**src/rtl/pw_pkg.sv**
```systemverilog
package pw_pkg;
  localparam int AW         = 32;
  localparam int TBL_ALIGN  = 14;
  localparam int L1_SHIFT   = 20;
  localparam int L1_IDX_W   = AW - L1_SHIFT;
  localparam int PG_SHIFT   = 12;
  localparam int L2_IDX_W   = L1_SHIFT - PG_SHIFT;
  localparam int CRS_SHIFT  = 10;
  localparam int LRG_SHIFT  = 16;
  localparam int SUP_SHIFT  = 24;
  localparam int SUP_BIT    = 18;

  typedef enum logic [1:0] {
    PG_4K  = 2'd0,
    PG_64K = 2'd1,
    PG_1M  = 2'd2,
    PG_16M = 2'd3
  } pg_size_e;

  typedef struct packed {
    logic       big_endian;
    logic [1:0] elem_size;
    logic       mixed;
  } pg_attr_t;

  typedef enum logic [2:0] {
    S_IDLE    = 3'd0,
    S_L1_REQ  = 3'd1,
    S_L1_WAIT = 3'd2,
    S_L2_REQ  = 3'd3,
    S_L2_WAIT = 3'd4,
    S_DONE    = 3'd5
  } walk_st_e;
endpackage

```
**src/rtl/pw_l1_decode.sv**
```systemverilog
module pw_l1_decode
  import pw_pkg::*;
(
  input  logic [AW-1:0] desc,
  input  logic [AW-1:0] va,
  output logic          fault,
  output logic          next_lvl,
  output logic [AW-1:0] l2_addr,
  output pg_size_e      size,
  output logic [AW-1:0] pa,
  output pg_attr_t      attr
);
  always_comb begin
    fault    = 1'b0;
    next_lvl = 1'b0;
    l2_addr  = '0;
    size     = PG_4K;
    pa       = '0;
    attr     = '0;
    unique case (desc[1:0])
      2'b10: begin
        attr = '{big_endian: desc[15], elem_size: desc[11:10], mixed: desc[17]};
        if (desc[SUP_BIT]) begin
          size = PG_16M;
          pa   = {desc[AW-1:SUP_SHIFT], va[SUP_SHIFT-1:0]};
        end else begin
          size = PG_1M;
          pa   = {desc[AW-1:L1_SHIFT], va[L1_SHIFT-1:0]};
        end
      end
      2'b01: begin
        next_lvl = 1'b1;
        l2_addr  = {desc[AW-1:CRS_SHIFT], va[L1_SHIFT-1:PG_SHIFT], 2'b00};
      end
      default: fault = 1'b1;
    endcase
  end
endmodule

```
**src/rtl/pw_l2_decode.sv**
```systemverilog
module pw_l2_decode
  import pw_pkg::*;
(
  input  logic [AW-1:0] desc,
  input  logic [AW-1:0] va,
  output logic          fault,
  output pg_size_e      size,
  output logic [AW-1:0] pa,
  output pg_attr_t      attr
);
  always_comb begin
    fault = 1'b0;
    size  = PG_4K;
    pa    = '0;
    attr  = '0;
    unique case (desc[1:0])
      2'b10: begin
        size = PG_4K;
        pa   = {desc[AW-1:PG_SHIFT], va[PG_SHIFT-1:0]};
        attr = '{big_endian: desc[9], elem_size: desc[5:4], mixed: desc[11]};
      end
      2'b01: begin
        size = PG_64K;
        pa   = {desc[AW-1:LRG_SHIFT], va[LRG_SHIFT-1:0]};
        attr = '{big_endian: desc[9], elem_size: desc[5:4], mixed: desc[11]};
      end
      default: fault = 1'b1;
    endcase
  end
endmodule

```
**src/rtl/pw_fault_hold.sv**
```systemverilog
module pw_fault_hold
  import pw_pkg::*;
(
  input  logic          clk,
  input  logic          rst_n,
  input  logic          capture,
  input  logic [AW-1:0] va_in,
  input  logic          ack,
  output logic          pending,
  output logic [AW-1:0] va_out
);
  always_ff @(posedge clk or negedge rst_n) begin
    if (!rst_n) begin
      pending <= 1'b0;
      va_out  <= '0;
    end else if (capture && (!pending || ack)) begin
      pending <= 1'b1;
      va_out  <= va_in;
    end else if (ack) begin
      pending <= 1'b0;
    end
  end
endmodule

```
**src/rtl/pw_walker.sv**
```systemverilog
module pw_walker
  import pw_pkg::*;
(
  input  logic        clk,
  input  logic        rst_n,
  input  logic [31:0] tbl_base,
  input  logic        walk_valid,
  output logic        walk_ready,
  input  logic [31:0] walk_va,
  output logic        rd_valid,
  input  logic        rd_ready,
  output logic [31:0] rd_addr,
  input  logic        rd_rsp_valid,
  input  logic [31:0] rd_rsp_data,
  output logic        done,
  output logic        done_fault,
  output logic [31:0] done_pa,
  output logic [1:0]  done_size,
  output logic        done_big_endian,
  output logic [1:0]  done_elem_size,
  output logic        done_mixed,
  output logic        flt_pending,
  output logic [31:0] flt_va,
  input  logic        flt_ack
);
  walk_st_e      st_q;
  logic [AW-1:0] va_q;
  logic [AW-1:0] addr_q;
  logic          res_fault_q;
  logic [AW-1:0] res_pa_q;
  pg_size_e      res_size_q;
  pg_attr_t      res_attr_q;

  logic          l1_fault, l1_next;
  logic [AW-1:0] l1_l2addr, l1_pa;
  pg_size_e      l1_size;
  pg_attr_t      l1_attr;
  logic          l2_fault;
  logic [AW-1:0] l2_pa;
  pg_size_e      l2_size;
  pg_attr_t      l2_attr;

  pw_l1_decode u_l1 (
    .desc(rd_rsp_data), .va(va_q), .fault(l1_fault), .next_lvl(l1_next),
    .l2_addr(l1_l2addr), .size(l1_size), .pa(l1_pa), .attr(l1_attr)
  );

  pw_l2_decode u_l2 (
    .desc(rd_rsp_data), .va(va_q), .fault(l2_fault),
    .size(l2_size), .pa(l2_pa), .attr(l2_attr)
  );

  always_ff @(posedge clk or negedge rst_n) begin
    if (!rst_n) begin
      st_q        <= S_IDLE;
      va_q        <= '0;
      addr_q      <= '0;
      res_fault_q <= 1'b0;
      res_pa_q    <= '0;
      res_size_q  <= PG_4K;
      res_attr_q  <= '0;
    end else begin
      unique case (st_q)
        S_IDLE: if (walk_valid) begin
          va_q   <= walk_va;
          addr_q <= {tbl_base[AW-1:TBL_ALIGN], walk_va[AW-1:L1_SHIFT], 2'b00};
          st_q   <= S_L1_REQ;
        end
        S_L1_REQ: if (rd_ready) st_q <= S_L1_WAIT;
        S_L1_WAIT: if (rd_rsp_valid) begin
          if (l1_next) begin
            addr_q <= l1_l2addr;
            st_q   <= S_L2_REQ;
          end else begin
            res_fault_q <= l1_fault;
            res_pa_q    <= l1_pa;
            res_size_q  <= l1_size;
            res_attr_q  <= l1_attr;
            st_q        <= S_DONE;
          end
        end
        S_L2_REQ: if (rd_ready) st_q <= S_L2_WAIT;
        S_L2_WAIT: if (rd_rsp_valid) begin
          res_fault_q <= l2_fault;
          res_pa_q    <= l2_pa;
          res_size_q  <= l2_size;
          res_attr_q  <= l2_attr;
          st_q        <= S_DONE;
        end
        S_DONE:  st_q <= S_IDLE;
        default: st_q <= S_IDLE;
      endcase
    end
  end

  assign walk_ready      = (st_q == S_IDLE);
  assign rd_valid        = (st_q == S_L1_REQ) || (st_q == S_L2_REQ);
  assign rd_addr         = addr_q;
  assign done            = (st_q == S_DONE);
  assign done_fault      = res_fault_q;
  assign done_pa         = res_pa_q;
  assign done_size       = res_size_q;
  assign done_big_endian = res_attr_q.big_endian;
  assign done_elem_size  = res_attr_q.elem_size;
  assign done_mixed      = res_attr_q.mixed;

  pw_fault_hold u_flt (
    .clk(clk), .rst_n(rst_n), .capture(done && res_fault_q), .va_in(va_q),
    .ack(flt_ack), .pending(flt_pending), .va_out(flt_va)
  );
endmodule

```
**config.mk**
```make
export PLATFORM = sky130hd
export DESIGN_NAME = pw_walker
export DESIGN_NICKNAME = d
export VERILOG_FILES = /design/src/rtl/pw_pkg.sv /design/src/rtl/pw_l1_decode.sv /design/src/rtl/pw_l2_decode.sv /design/src/rtl/pw_fault_hold.sv /design/src/rtl/pw_walker.sv
export SDC_FILE = /design/constraint.sdc
export NUM_CORES = 1
export LEC_CHECK = 0
export CAP_MARGIN = 5
export CORE_MARGIN = 4
export CORE_UTILIZATION = 45
export CTS_CLUSTER_SIZE = 16
export DETAILED_ROUTE_END_ITERATION = 16
export DONT_BUFFER_PORTS = 1
export PLACE_DENSITY = 0.68
export SLEW_MARGIN = 20
export SYNTH_ARGS = -nofsm -noshare
export SYNTH_HDL_FRONTEND = slang
export SYNTH_SLANG_ARGS = --single-unit
```
**constraint.sdc**
```tcl
create_clock -name clk -period 1.5 [get_ports clk]
set_input_delay 0.3 -clock clk [delete_from_list [all_inputs] [get_ports clk]]
set_output_delay 0.3 -clock clk [all_outputs]
set_load 0.02 [all_outputs]
```
==> summary by stage <==
Synthesis
The cell count after synthesis is 490. Ranked by total cell area, the synthesized netlist is headed by dfrtp_1 (59%), mux2_2 (12%), a22o_1 (3.6%), a31oi_1 (3.5%), nand2_1 (3.1%). The most frequently used cell type in the post-synthesis netlist is dfrtp_1. Synthesis inferred 137 register bits. The synthesized design devotes to its leading area cell type 59.4% of total area.

The share of synthesized area occupied by flip-flops and latches is 59.4%. The commonest cells after synthesis are dfrtp_1 (137), mux2_2 (64), nand2_1 (48), nor2_1 (33). The number of enable flip-flop cells after synthesis is 0. Yosys printed 0 warnings. The synthesized netlist contains 35 unique library cells. The per-instance average area after synthesis is around 12 um2. For this run, the leading register cell type out of synthesis is dfrtp_1. After synthesis the cells add up to 5770 um2. In the synthesized netlist the async set-or-reset flop fraction comes to 100%. The cell accounting for the most synthesized area is dfrtp_1.

GRT
For this run the aggregate overflow at the end of global routing stands at 0. The global-route usage over all layers is between 20% and 30%. Entering global routing, the biggest net connects 138 pins. The first-pass GRT wire length is 26900 um. The number of global-route vias before repair is 4453. The number of antenna violations at the first check in global routing is 0.

Final layout
The post-synthesis to final-layout area growth is 36.6%. In the final design database the tool counted 641 nets. With fillers left out, the area of the finished cells amounts to 7890 um2. Across the whole layout, storage elements account for around 3400 um2.

After filler insertion, the fill cell instance count of the layout stands at 969. The count of placed standard cells in the final layout, fillers left out is a little over 700. Cells fill 62.7% of the core in the end. Summing all multi-input logic gate instances after layout gives 2680 um2. In the final layout, the share of cells above drive strength 1 is 39.5%. The number of antenna diodes is 0.

Route
The detailed-route wire length is 18600 um. The average wire per standard cell is 25.8 um. Once detail routing completed, the nets flagged for antenna violations numbered 0.

The via density per instance is 5.91. The DRC violations left is 0. In this run, the number of DRC markers left after iteration 0 of detailed routing was 259. The pre-antenna-repair detailed-routing pass consisted of 5 iterations.

The final route contains 4260 vias.

Clock network
Counting every sink on the clock net gives 137. The number of clock buffers added by TritonCTS is 17. The root buffer cell is clkbuf_16. The H-tree was split into 4 levels.

No sink is reached through more buffers than the 2 on the longest clock path. The clock network latency to the later pin of the worst-skew pair is 0.42 ns. The CTS tree is built. The CTS clock-pin slew for the worst setup and hold paths is 0.07 ns.

Floorplan
The initial utilization of the core area, before any placement, comes to between 40% and 50%. The area of the placeable core is 12600 um2. The die width is 121 um.

The die is 121 um tall. During I/O placement, the number of pins put on the boundary was 209. The total die area is 14700 um2. The initialized floorplan defines 41 standard-cell rows.

Run status
The run finished, with violations left. The checks that failed: hold timing, setup timing.

Placement
The quantity of I/O buffers inserted on ports is 0. The placed cell count is 657. The detailed placement HPWL is roughly 11000 um. Timing analysis after detailed placement gives a worst setup slack of -0.232 ns. After detailed placement, the total cell area comes to 6200 um2. The final weighted congestion in routability-driven placement is 0.849.

Pwr
VDD sags by at most 1.31 mV. For this design the static power due to leakage is approximately 3.5 nW. The power after layout is 19.5 mW.

Dividing total power by cell area gives a power density of 2470 nW/um2.

Worst setup path
Along the worst path, the maximum fanout reaches 3. STA classifies the critical path endpoint as an output port. The arrival time at the worst endpoint is 1.39 ns. Data on the critical path is required at its endpoint by between 1 and 1.5 ns. The critical setup path kind is flop to output port.

The startpoint type of the worst setup path is a flop.

STA
In the finished design, the share of the clock period the worst path needs comes to 113%. The minimum hold slack is -0.431 ns. The final critical path time including I/O delays and setup is 1.69 ns. After layout, the worst setup slack is -0.189 ns. Adding up every negative setup slack in the final design gives -18.07 ns. The worst setup skew after layout is 0.0119 ns. Setup repair after global routing could not meet its margin everywhere. Based on the critical path, the design can be clocked at up to 592 MHz.

The final number of hold-violating endpoints is 137. Setup violations remaining at the end of the flow were counted as 136. The number of pins with negative max-slew slack in the final report is 0.

Flow run
Across the run, the number of max-cap violations was 0.

Worst hold path
In this run the worst hold path is classified as primary input to async pin.
## sequential cells by signal, indices dropped and copies added, names as in the netlist
signal           flops
done_pa             32
u_flt.va_out        32
done_mixed           1
va_q                32
st_q                 3
done_elem_size       2
u_flt.pending        1
done_size            2
rd_addr             30
done_fault           1
done_big_endian      1
## what timing repair did
| action | in CTS | in global routing |
|---|---|---|
| pin swaps | 25 | 22 |
| setup endpoints to repair | 136 | 136 |
| gates resized for setup | 111 | 44 |
| cloned | 8 | 6 |
| hold buffers | 1 | 1 |
| endpoints found under the hold margin | 138 | 138 |
| setup buffers | 15 | 5 |
## final timing paths
kind,depth (start not counted),slack [ns],start,to
setup / recovery,4,-0.19,st_q[1]$_DFFE_PN0P_,done
hold / removal,0,-0.43,rst_n,va_q[27]$_DFFE_PN0P_
setup reg to reg,7,-0.19,st_q[1]$_DFFE_PN0P_,u_flt.va_out[29]$_DFFE_PN0P_
hold reg to reg,1,0.51,va_q[25]$_DFFE_PN0P_,u_flt.va_out[25]$_DFFE_PN0P_
max in group asynchronous,0,1.78,rst_n,va_q[15]$_DFFE_PN0P_
min in group clk,1,0.02,rd_rsp_data[24],done_pa[24]$_DFFE_PN0P_
## where the power goes
| group | internal [mW] | total, mW | switching [mW] |
|---|---|---|---|
| Sequential | 5.40 | 8.48 | 3.08 |
| Clock | 2.72 | 4.38 | 1.66 |
| Combinational | 3.88 | 6.62 | 2.74 |
## critical path: stages (launching register included)
cell     delay [ns]
dfrtp_1        0.40
buf_6          0.14
nor2b_4        0.12
buf_4          0.14
and2_4         0.18
## cell families (layout without fill, tap and decap cells)
kind of cell	after synthesis	after routing	synth area share, %
other	1	2	0.0650
and+or+nand+nor	132	133	10.6
adders and majority gates	3	3	0.650
muxes	70	70	13.7
AOI/OAI and AO/OA	102	102	12.1
buffers and inverters	45	102	3.58
DFF	137	137	59.4
## cells in the final DEF (no fill, tap or decap), drive strengths merged, types with 4 or more instances in the layout
master / netlist / layout
clkbuf: 17 / 25
o21ai: 20 / 20
clkinvlp: 0 / 4
buf: 22 / 56
nand3: 32 / 32
mux2: 70 / 70
a22oi: 15 / 15
a22o: 24 / 24
nor3b: 5 / 5
a21oi: 7 / 7
a31oi: 32 / 32
dfrtp: 137 / 137
inv: 6 / 9
nand2: 48 / 48
nor2: 33 / 33
## metal layers
metal / share of wire (%) / up-vias / track usage (%)
li1: - / 1844 / -
met3: 11 / 30 / 10.5
met5: 0 / - / 0
met4: 2.5 / 0 / 8.19
met1: 39 / 2184 / 30.8
met2: 47 / 202 / 38.2
## cell type report
class	instances	share of cell area, %
sequential	137	43.5
multi-input combinational	310	34.0
timing repair buffer	64	11.6
clock buffer	19	5.74
tap	172	2.73
clock inverter	13	2.13
inverter	6	0.286
(Power assumes the default switching activity.)
